### config.mk
export PLATFORM = sky130hd
export DESIGN_NAME = wake_qual
export DESIGN_NICKNAME = d
export VERILOG_FILES = /design/src/rtl/wake_pkg.sv /design/src/rtl/wake_sync.sv /design/src/rtl/wake_edge.sv /design/src/rtl/wake_width.sv /design/src/rtl/wake_qual.sv
export SDC_FILE = /design/constraint.sdc
export NUM_CORES = 1
export LEC_CHECK = 0
export BUFFER_PORTS_ARGS = -buffer_cell sky130_fd_sc_hd__buf_2
export CAP_MARGIN = 40
export CORE_MARGIN = 3
export CORE_UTILIZATION = 30
export CTS_CLUSTER_SIZE = 24
export DETAILED_ROUTE_END_ITERATION = 8
export GPL_ROUTABILITY_DRIVEN = 0
export PLACE_DENSITY = 0.5
export REMOVE_ABC_BUFFERS = 1
export SETUP_SLACK_MARGIN = 0.2
export SLEW_MARGIN = 0
export SYNTH_ARGS = -nofsm -noshare
export SYNTH_HDL_FRONTEND = slang
export SYNTH_HIERARCHICAL = 1
export SYNTH_SLANG_ARGS = --single-unit
### constraint.sdc
create_clock -name clk -period 2 [get_ports clk]
set_input_delay 0.1 -clock clk [delete_from_list [all_inputs] [get_ports clk]]
set_output_delay 0.1 -clock clk [all_outputs]
set_load 0.005 [all_outputs]
### src/rtl/wake_pkg.sv
package wake_pkg;
  typedef enum logic [1:0] {
    WM_ANY   = 2'b00,
    WM_RISE  = 2'b01,
    WM_FALL  = 2'b10,
    WM_PULSE = 2'b11
  } wake_mode_e;

  parameter int CNT_W = 12;

  function automatic logic [CNT_W-1:0] min_width(input logic [1:0] sel);
    logic [CNT_W-1:0] base;
    base = CNT_W'(10);
    return base << sel;
  endfunction

  function automatic logic [CNT_W-1:0] max_width(input logic [1:0] sel);
    logic [CNT_W-1:0] r;
    case (sel)
      2'd0:    r = CNT_W'(750);
      2'd1:    r = CNT_W'(1000);
      2'd2:    r = CNT_W'(1500);
      default: r = CNT_W'(2000);
    endcase
    return r;
  endfunction
endpackage

### src/rtl/wake_sync.sv
module wake_sync #(
  parameter int STAGES = 2
) (
  input  logic clk,
  input  logic rst_n,
  input  logic d_i,
  output logic q_o
);
  logic [STAGES-1:0] chain_q;

  generate
    for (genvar i = 0; i < STAGES; i++) begin : g_stage
      if (i == 0) begin : g_first
        always_ff @(posedge clk or negedge rst_n) begin
          if (!rst_n) chain_q[0] <= 1'b0;
          else        chain_q[0] <= d_i;
        end
      end else begin : g_next
        always_ff @(posedge clk or negedge rst_n) begin
          if (!rst_n) chain_q[i] <= 1'b0;
          else        chain_q[i] <= chain_q[i-1];
        end
      end
    end
  endgenerate

  assign q_o = chain_q[STAGES-1];
endmodule

### src/rtl/wake_edge.sv
module wake_edge (
  input  logic clk,
  input  logic rst_n,
  input  logic lvl_i,
  output logic rise_o,
  output logic fall_o
);
  logic lvl_q;

  always_ff @(posedge clk or negedge rst_n) begin
    if (!rst_n) lvl_q <= 1'b0;
    else        lvl_q <= lvl_i;
  end

  assign rise_o = lvl_i & ~lvl_q;
  assign fall_o = ~lvl_i & lvl_q;
endmodule

### src/rtl/wake_width.sv
module wake_width
  import wake_pkg::*;
(
  input  logic       clk,
  input  logic       rst_n,
  input  logic       restart_i,
  input  logic       rise_i,
  input  logic       fall_i,
  input  logic       tick_i,
  input  logic [1:0] inv_sel_i,
  input  logic [1:0] max_sel_i,
  output logic       accept_o
);
  localparam logic [CNT_W-1:0] SAT = CNT_W'(2001);

  logic [CNT_W-1:0] cnt_q, cnt_n;
  logic             act_q, act_n;
  logic             ovr_q, ovr_n;
  logic [CNT_W-1:0] lo_w, hi_w;

  assign lo_w = min_width(inv_sel_i);
  assign hi_w = max_width(max_sel_i);

  always_comb begin
    cnt_n = cnt_q;
    act_n = act_q;
    ovr_n = ovr_q;
    if (restart_i) begin
      cnt_n = '0;
      act_n = 1'b0;
      ovr_n = 1'b0;
    end else if (rise_i) begin
      cnt_n = '0;
      act_n = 1'b1;
      ovr_n = 1'b0;
    end else if (fall_i) begin
      act_n = 1'b0;
    end else if (act_q) begin
      if (tick_i && (cnt_q < SAT)) cnt_n = cnt_q + 1'b1;
      if (cnt_q > hi_w)            ovr_n = 1'b1;
    end
  end

  always_ff @(posedge clk or negedge rst_n) begin
    if (!rst_n) begin
      cnt_q <= '0;
      act_q <= 1'b0;
      ovr_q <= 1'b0;
    end else begin
      cnt_q <= cnt_n;
      act_q <= act_n;
      ovr_q <= ovr_n;
    end
  end

  assign accept_o = fall_i & act_q & ~restart_i & ~ovr_q &
                    (cnt_q >= lo_w) & (cnt_q <= hi_w);
endmodule

### src/rtl/wake_qual.sv
module wake_qual
  import wake_pkg::*;
#(
  parameter int SYNC_STAGES = 2
) (
  input  logic       clk,
  input  logic       rst_n,
  input  logic       pin_i,
  input  logic       tick_1ms_i,
  input  logic [1:0] mode_i,
  input  logic       mon_en_i,
  input  logic [1:0] inv_sel_i,
  input  logic [1:0] max_sel_i,
  input  logic       flag_clr_i,
  output logic       wake_o,
  output logic       pin_stat_o,
  output logic       wake_flag_o
);
  logic       lvl, rise, fall, accept, restart, edge_hit;
  logic       wake_q, wake_n, flag_q, flag_n;
  logic [1:0] mode_q;
  wake_mode_e mode;

  assign mode = wake_mode_e'(mode_i);

  wake_sync #(.STAGES(SYNC_STAGES)) u_sync (
    .clk(clk), .rst_n(rst_n), .d_i(pin_i), .q_o(lvl)
  );

  wake_edge u_edge (
    .clk(clk), .rst_n(rst_n), .lvl_i(lvl), .rise_o(rise), .fall_o(fall)
  );

  assign restart = mon_en_i | (mode != WM_PULSE) | (mode_i != mode_q);

  wake_width u_width (
    .clk(clk), .rst_n(rst_n), .restart_i(restart),
    .rise_i(rise), .fall_i(fall), .tick_i(tick_1ms_i),
    .inv_sel_i(inv_sel_i), .max_sel_i(max_sel_i), .accept_o(accept)
  );

  always_comb begin
    case (mode)
      WM_ANY:  edge_hit = rise | fall;
      WM_RISE: edge_hit = rise;
      WM_FALL: edge_hit = fall;
      default: edge_hit = accept;
    endcase
    wake_n = edge_hit & ~mon_en_i;
    if (wake_q)          flag_n = 1'b1;
    else if (flag_clr_i) flag_n = 1'b0;
    else                 flag_n = flag_q;
  end

  always_ff @(posedge clk or negedge rst_n) begin
    if (!rst_n) begin
      wake_q <= 1'b0;
      flag_q <= 1'b0;
      mode_q <= 2'b00;
    end else begin
      wake_q <= wake_n;
      flag_q <= flag_n;
      mode_q <= mode_i;
    end
  end

  assign wake_o      = wake_q;
  assign wake_flag_o = flag_q;
  assign pin_stat_o  = lvl & ~mon_en_i;
endmodule

== Word-level counts from Yosys, hierarchy flattened ==
Index checks and enable logic that the tools add are counted.
Cells by class
  add/subtract/negate cells: 1
  multipliers: 0
  div/mod/pow operators: 0
  magnitude comparators: 4
  equality and inequality tests: 7
  shifts and indexed selects: 1
  multiplexer cells: 17
  bitwise operators: 17
  reduce and logical (&&, ||, !) cells: 10
Operator list (number)
  12-bit 2-to-1 mux: 5
  11-bit case mux with 3 select lines: 1
  12-bit by 1-bit adder with 12-bit output, second input constant: 1
  12-bit greater-or-equal comparator: 1
  12-bit by 11-bit greater-than comparator with 1-bit output: 1
  12-bit by 11-bit <= comparator with 1-bit output: 1
  12-bit by 11-bit < comparator with 1-bit output, second input constant: 1
  3-bit nonzero test: 4
  4-bit by 2-bit << shifter with 12-bit output, first input constant: 1
  1-bit 2-to-1 mux: 10
  1-bit bitwise AND: 9
  3-bit AND reduction: 2
  1-bit inverter: 5
  2-bit by 1-bit equality test with 1-bit output, second input constant: 2
  2-bit equality test, second input constant: 2
  2-bit logical NOT: 2
  3-bit by 2-bit != test with 1-bit output, second input constant: 1
  1-bit bitwise OR: 3
  1-bit case mux with 3 select lines: 1
  2-bit != test: 1
  2-bit != test, second input constant: 1
  2-bit nonzero test: 1
  1-bit logical AND: 1
Word-level totals
  register bits after elaboration: 21
  bits in latches: 0
  bits in writable memories: 0
  ROM bits: 0
  input bits: 12
  output and inout port bits: 3
  memories: 0

== Logic depth before layout (Yosys ltp) ==
Gate-level depths: netlist (run 1).
  depth in word-level cells: 10
  depth in mapped cells: 9

== Modules after synthesis ==
The synthesis (run 1) kept the hierarchy.
Modules (own cells, without submodules)
  wake_width: times used 1, cells an instance 128, area an instance 1149.9 µm², seq. area each 350.3 µm²
  wake_qual: times used 1, cells an instance 13, area an instance 153.9 µm², seq. area each 100.1 µm²
  wake_sync: times used 1, cells an instance 2, area an instance 50.0 µm², seq. area each 50.0 µm²
  wake_edge: times used 1, cells an instance 3, area an instance 40.0 µm², seq. area each 25.0 µm²

== Worst setup path before layout (run 1) ==
OpenSTA, ideal clock, no wires.
  kind: register to register
  start: register u_width.cnt_q[4]
  end: register wake_q (netlist: wake_o)
  setup time: 0.082 ns
  data arrival time: 1.796 ns
  data required time: 1.918 ns
  slack: 0.122 ns
  stages on the path, launching flop included: 8
  buffers on the path: 0
  clock period less this slack: 1.878 ns
  cell sequence: dfrtp_1 > ha_1 > nand3_1 > or4_1 > o21ai_0 > and3_1 > nand3_1 > a31oi_1
On the way
  longest elaborated chain between the ends: 5
  elaborated cells between the ends (all ways): 6
  those cells by class: order compare: 2; mux: 1; bitwise: 3
RTL lines
  start, declared: RTL line wake_width.sv:16  | logic [CNT_W-1:0] cnt_q, cnt_n;
  start signal, assigned: RTL line wake_width.sv:50  | cnt_q <= cnt_n;
  12-bit greater-or-equal comparator: RTL line wake_width.sv:57  | (cnt_q >= lo_w) & (cnt_q <= hi_w);
  1-bit bitwise AND: RTL line wake_width.sv:56  | assign accept_o = fall_i & act_q & ~restart_i & ~ovr_q &
  1-bit bitwise AND *: RTL line wake_width.sv:57
  via accept: RTL line wake_qual.sv:19  | logic lvl, rise, fall, accept, restart, edge_hit;
  1-bit case mux with 3 select lines *: RTL line wake_qual.sv:43  | case (mode)
  1-bit bitwise AND *: RTL line wake_qual.sv:49  | wake_n = edge_hit & ~mon_en_i;
  via wake_n: RTL line wake_qual.sv:20  | logic wake_q, wake_n, flag_q, flag_n;
  end signal, assigned: RTL line wake_qual.sv:61  | wake_q <= wake_n;
  end, declared: RTL line wake_qual.sv:20
The timed path passes the listed nets; every way through them passes the cells marked *.
A chain may end at the register's enable or synchronous reset.

== Worst setup path in the final report (run 1) ==
Ends and elaborated chain as after synthesis.

==> impl_metrics.py, run 1 <==
metrics = {
    "setup_path": {
        "criticalPathCategory": "flop to flop",
        "r2r_slack_ns": 0.12,
        "worst_path_max_delay_cell": "or4_4",
        "worstPathRequired_ns": 2.19,
        "cp_top_family": "simple AND/OR/NAND/NOR gates",
        "reg2reg_to": "wake_o$_DFF_PN0_",
        "path_max_fanout": 2,
        "arrival_ns": 2.07,
        "crit_top_cell": "nand3_2",
        "crit_buf_inv": 0,
        "slowest_delay_ns": 0.50,
        "crit_chain": "ha_4, nand3_2, or4_4, o21ai_4, and3_4, nand3_2, a31oi_1",
        "cp-end-kind": "flop",
        "cp-start-kind": "flop",
        "r2r_cells": 7,
        "r2r_start": "u_width/cnt_q[4]$_DFFE_PN0P_",
    },
    "final_layout": {
        "final_area_sq_um": 1940,
        "nets": 212,
        "final_util_pct": 44.0,
        "syn_to_final_growth_pct": 39.4,
        "layout_commonest_cell": "dfrtp_1",
        "final_cell_mix": "17 x dfrtp_1, 16 x nor2_1, 16 x buf_4",
        "drive_above_1_share_pct": 39.3,
        "insertedDiodeCount": 0,
    },
    "power_and_ir_drop": {
        "p_seq_share_pct": 53.1,
        "p_leak_uw": 0.000831,
        "p_total_uw": 820,
        "powerDensity_nw_per_um2": 422,
        "power_frac_comb_pct": 11.3,
        "power.switching_uw": 208,
        "switching_share_pct": 25.3,
        "vdd_drop_max_uv": 183,
        "p_clk_share_pct": 35.7,
        "p_int_uw": 613,
    },
    "grt": {
        "grt_pass1_vias": 1232,
        "grt_pass1_wl_mm": 5.66,
        "antenna_found_initial": 0,
        "gr-total-overflow": 0,
        "grtUsageTotal_pct": 13.7,
        "grt_max_degree": 22,
    },
    "timing": {
        "period_share_pct": 94.0,
        "slew_violations": 0,
        "slew_headroom_pct": 66.6,
        "period_minus_slack_ns": 1.88,
        "setup-violations-final": 0,
        "timing.hold.ws_ns": 0.0136,
        "hold_violations": 0,
        "rsz0062_at_grt": "yes",
        "clock_skew_ns": 0.00643,
        "setup_tns_ns": 0,
        "max_freq_mhz": 532,
        "worstMarginPinSlew_ns": 0.501,
    },
    "synth": {
        "synth_warnings": 6,
        "async_reset_ff_share_pct": 100,
        "yosys-top-cells-area": "dfrtp_1 38%, ha_1 14%, xor2_1 4.4%, nor2_1 4.3%, nand3_1 3.2%",
        "synth-edff-count": 0,
        "synth_top_cell_by_area": "dfrtp_1",
        "ys_types": 40,
        "syn_inst": 146,
        "syn_area_per_cell_sq_um": 9.55,
        "ys_seq_area_share_pct": 37.7,
        "synth_ff_type": "dfrtp_1",
        "synth_seq_cells": 21,
        "synth.top_cell.area_share_pct": 37.7,
        "synth_area_sq_um": 1390,
    },
    "die": {
        "fp.dieH_um": 74.2,
        "die_area_sq_um": 5500,
        "dieWidth_um": 74.2,
        "fp-row-count": 24,
        "start_util_pct": 31.6,
        "coreArea_sq_um": 4410,
        "pin_count": 15,
    },
    "drt": {
        "ant_nets": 0,
        "drc": 0,
        "wirelength_mm": 3.62,
        "routed_via_density": 5.22,
        "vias": 1227,
        "dr.first_iter.drc_count": 93,
        "wl_per_cell_um": 15.4,
        "firstDrtPassIters": 4,
    },
    "run": {
        "cap_violations": 0,
    },
    "worst_hold_path": {
        "hold_path_class": "input port to flop",
        "holdPathStages": 2,
        "min_from": "mon_en_i",
        "whs_endpoint": "wake_o$_DFF_PN0_",
    },
    "clocking": {
        "clkLatencyLatePin_ns": 0.27,
        "clk_path_buf_depth": 2,
        "cts_tree": "done",
        "numCtsBuffers": 3,
        "path_clk_slew_ns": 0.09,
        "cts.sinks": 21,
        "root_buffer": "clkbuf_8",
        "cts_max_level": 1,
    },
    "run_status": {
        "status": "finished, final reports clean",
    },
    "placed_design": {
        "portBuffers": 14,
        "place_area_sq_um": 1560,
        "dp_hpwl_mm": 2.48,
    },
}
## worst reg2reg max path: cells and delay by family (launching register included)
kind                     cells  cell delay (ns)
AND/OR/NAND/NOR              4             0.83
AO/OA/AOI/OAI                2             0.24
adder cells (fa/ha/maj)      1             0.29
flip-flops                   1             0.46
## cell usage after synthesis, types with 2 or more instances
master,count
nand2_1,10
nand4b_1,2
ha_1,16
nor2_1,16
a21oi_1,3
xor2_1,7
nand3_1,9
or2_2,2
a21o_1,3
inv_1,9
nor4_1,2
or4_1,2
xnor2_1,2
o21ai_0,7
nor2b_1,3
nand2b_1,4
dfrtp_1,21
nor3_1,2
and2_1,2
o2111ai_1,2
a211oi_1,3
## metrics by stage
stage	worst slack (ns)	cells
floorplan	0.122	143
global placement	0.0807	215
detailed placement	0.0454	215
CTS	0.165	234
global route	0.0518	235
finish	0.119	235
## area by class of cell
cell class                 count  area (sq um)
multi-input combinational    114          1030
clock inverter                 1          5.00
inverter                       9          33.8
tap                           52          65.1
fill                         398          2470
sequential                    21           531
timing repair buffer          35           241
clock buffer                   3          41.3
## layer usage
metal | vias up | track usage [%] | wire, um
met4 | 0 | 6.64 | 94
met1 | 600 | 15.8 | 1580
met5 | - | 0 | 0
met2 | 22 | 25.1 | 1890
met3 | 8 | 1.35 | 54
li1 | 597 | - | -
## state kept, by name (all words and copies together) (netlist names)
register	cells
u_width/act_q	1
u_width/ovr_q	1
u_width/cnt_q	12
u_sync/q_o	1
wake_flag_o	1
wake_o	1
mode_q	2
u_sync/chain_q	1
u_edge/lvl_q	1
## logic make-up after synthesis
kind of cell | share of synthesized area, %
and+or+nand+nor | 24.4
xor gates and xnor gates | 5.66
DFF | 37.7
buffers and inverters | 3.32
adders and majority gates | 14.4
AOI/OAI and AO/OA | 14.5
## worst max-delay path by stage
| stage | startpoint | end | slack (ns) | cells after the start |
|---|---|---|---|---|
| after detailed placement | u_width/cnt_q[9]$_DFFE_PN0P_ | wake_o$_DFF_PN0_ | 0.05 | 7 |
| after global placement | u_width/cnt_q[4]$_DFFE_PN0P_ | wake_o$_DFF_PN0_ | 0.08 | 7 |
| final | u_width/cnt_q[4]$_DFFE_PN0P_ | wake_o$_DFF_PN0_ | 0.12 | 7 |
| after floorplan | u_width/cnt_q[4]$_DFFE_PN0P_ | wake_o$_DFF_PN0_ | 0.12 | 7 |
| after global routing | u_width/cnt_q[1]$_DFFE_PN0P_ | wake_o$_DFF_PN0_ | 0.05 | 8 |
| after CTS | u_width/cnt_q[4]$_DFFE_PN0P_ | wake_o$_DFF_PN0_ | 0.16 | 8 |
## power groups by stage
stage	Combinational [uW]	Clock (uW)	Sequential [uW]
final	92.4	293	435
after CTS	85.7	308	435
after global placement	69.8	0	444
after global routing	101	322	437
after floorplan	33.6	0	444
after detailed placement	71.0	0	444
## what timing repair did
action                                  in CTS  in global routing
hold buffers                                 4                  0
endpoints found under the setup margin      12                 13
gates cloned                                 1                  0
pin swaps                                   15                 11
gates resized for setup                     16                 19
setup buffers                               10                  1
endpoints found under the hold margin       24                  0
(Power assumes the default switching activity.)
==> run 2, diff against run 1 <==
clock period = 1.65 ns   (was 2 ns; I/O delays follow)
==> run 2 against run 1 <==
  * Sequential cell count unchanged
  * Largest cell class unchanged
  * Setup slack worse by 0.33 ns
  * Global-route usage up 0.18 points
  * Non-clock buffer count up 14
  * Die area unchanged
  * Clock power up 17%
  * The run now ends with setup timing left
  * Combinational power up 29%
  * Sequential share of layout area down 1.6 points
  * Maximum frequency up 0.99%
  * Via count up 1.9%
  * Utilization up 2.3 points
  * Total power up 21%
==> impl_metrics.py, run 2 (synthesis gave the netlist of run 1 again) <==
metrics = {
    "run_status": {
        "status": "finished with violations",
        "violations": "setup timing",
    },
    "clocking": {
        "clkLatencyLatePin_ns": 0.26,
        "root_buffer": "clkbuf_8",
        "numCtsBuffers": 3,
        "cts.sinks": 21,
        "cts_tree": "done",
        "cts_max_level": 1,
        "clk_path_buf_depth": 2,
        "path_clk_slew_ns": 0.08,
    },
    "die": {
        "fp-row-count": 24,
        "dieWidth_um": 74.2,
        "fp.dieH_um": 74.2,
        "coreArea_sq_um": 4410,
        "pin_count": 15,
        "die_area_sq_um": 5500,
        "start_util_pct": 31.6,
    },
    "final_layout": {
        "layout.area.seq_sq_um": 527,
        "largest_reg_flops": 12,
        "syn_to_final_growth_pct": 46.8,
        "drive_above_1_share_pct": 41.6,
        "nets": 226,
        "final_area_sq_um": 2050,
        "final_util_pct": 46.3,
        "fin_cells": 249,
        "largestRegisters": "u_width/cnt_q (12), mode_q (2)",
        "fillers": 406,
        "layout_commonest_cell": "buf_4",
        "multi_input_area_sq_um": 1020,
        "final_cell_mix": "27 x buf_4, 20 x dfrtp_1, 16 x nor2_1",
        "largest-register": "u_width/cnt_q",
        "insertedDiodeCount": 0,
    },
    "power_and_ir_drop": {
        "p_leak_uw": 0.000901,
        "vdd_drop_max_uv": 236,
        "powerDensity_nw_per_um2": 483,
    },
    "timing": {
        "slew_violations": 0,
        "worst_slack_ns": -0.212,
        "period_minus_slack_ns": 1.86,
        "setup_tns_ns": -1.61,
        "worstMarginPinSlew_ns": 0.477,
        "clock_skew_ns": 0.00344,
        "slew_headroom_pct": 68.2,
        "max_freq_mhz": 537,
        "setup-violations-final": 13,
        "rsz0062_at_grt": "yes",
        "period_share_pct": 113,
        "hold_violations": 0,
    },
    "worst_hold_path": {
        "min_from": "flag_clr_i",
        "holdPathStages": 3,
        "whs_endpoint": "wake_flag_o$_DFFE_PN0P_",
        "hold_path_class": "input port to flop",
    },
    "grt": {
        "grt_pass1_vias": 1330,
        "grt_pass1_wl_mm": 6.02,
        "gr-total-overflow": 0,
        "grtUsageTotal_pct": 13.9,
        "antenna_found_initial": 0,
        "grt_max_degree": 22,
    },
    "drt": {
        "ant_nets": 0,
        "wl_per_cell_um": 14.3,
        "drc": 0,
        "routed_via_density": 5.02,
        "vias": 1250,
        "dr.first_iter.drc_count": 54,
        "firstDrtPassIters": 4,
        "wirelength_mm": 3.57,
    },
    "setup_path": {
        "r2r_slack_ns": -0.21,
        "cp-start-kind": "flop",
        "r2r_cells": 7,
        "path_max_fanout": 5,
        "criticalPathCategory": "flop to flop",
        "crit_start": "u_width/cnt_q[1]$_DFFE_PN0P_",
        "arrival_ns": 2.01,
        "r2r_start": "u_width/cnt_q[1]$_DFFE_PN0P_",
        "reg2reg_to": "u_width/cnt_q[4]$_DFFE_PN0P_",
        "worstPathRequired_ns": 1.80,
        "cp-end-kind": "flop",
    },
    "placed_design": {
        "portBuffers": 14,
        "dpl.cell_count": 232,
        "place_area_sq_um": 1690,
        "place_ws_ns": -0.291,
        "dp_hpwl_mm": 2.60,
    },
    "run": {
        "cap_violations": 0,
    },
}
[run 2: cell types whose count changed in the layout (fill, tap and decap cells not counted), moves of 2 or more]
cell     delta
dfrtp_1     +3
buf_4      +11
dfrtp_2     -3
ha_4        -2
ha_1        +2
nand3_1     +2
nand3_2     -2
o21ai_0     -4
buf_6       +2
o21ai_2     +5
[run 2: cell type report]
type / count / share of cell area [%]
multi-input combinational: 114 / 49.7
sequential: 21 / 25.7
timing repair buffer: 49 / 17.4
tap: 52 / 3.18
clock buffer: 3 / 2.02
inverter: 9 / 1.65
clock inverter: 1 / 0.245
[run 2: worst max-delay path by stage]
stage,end,slack (ns),depth (start not counted)
4_1_cts,wake_o$_DFF_PN0_,-0.19,7
6_report,u_width/cnt_q[4]$_DFFE_PN0P_,-0.21,7
3_3_place_gp,wake_o$_DFF_PN0_,-0.25,7
3_5_place_dp,wake_o$_DFF_PN0_,-0.29,7
2_1_floorplan,wake_o$_DFF_PN0_,-0.23,7
5_1_grt,u_width/cnt_q[4]$_DFFE_PN0P_,-0.33,7
[run 2: critical path, cell delays in order (launching register included)]
cell and delay [ns]:
dfrtp_1 0.39, inv_2 0.13, ha_4 0.14, or3b_4 0.41, a21oi_4 0.27, o2111ai_2 0.14, xor2_1 0.21, nor2_1 0.06
[run 2: report_power, final]
group / switching, uW / internal [uW] / total, uW / leakage (uW)
Clock: 174 / 168 / 343 / 0.0000255
Combinational: 59.8 / 59.1 / 119 / 0.000597
Sequential: 3.65 / 524 / 527 / 0.000279
[run 2: what timing repair did]
item,in CTS,in global routing
gates cloned,1,0
pin swaps,20,11
setup endpoints to repair,13,13
hold endpoints to repair,25,0
resized for setup,23,16
setup buffers,5,2
hold buffers,5,0
[run 2: through the flow]
stage | total power (uW) | hold WS (ns)
detailed placement | 635 | 0.0741
CTS | 999 | 0.0906
global placement | 633 | 0.0712
global route | 1040 | 0.107
floorplan | 579 | -0.213
finish | 989 | 0.0898
[run 2: routing by layer]
layer	track usage [%]	wire length, um	vias up
met1	18.6	1630	605
met5	0	0	-
li1	-	-	626
met2	24.1	1860	15
met4	3.82	36	0
met3	0.946	40	4
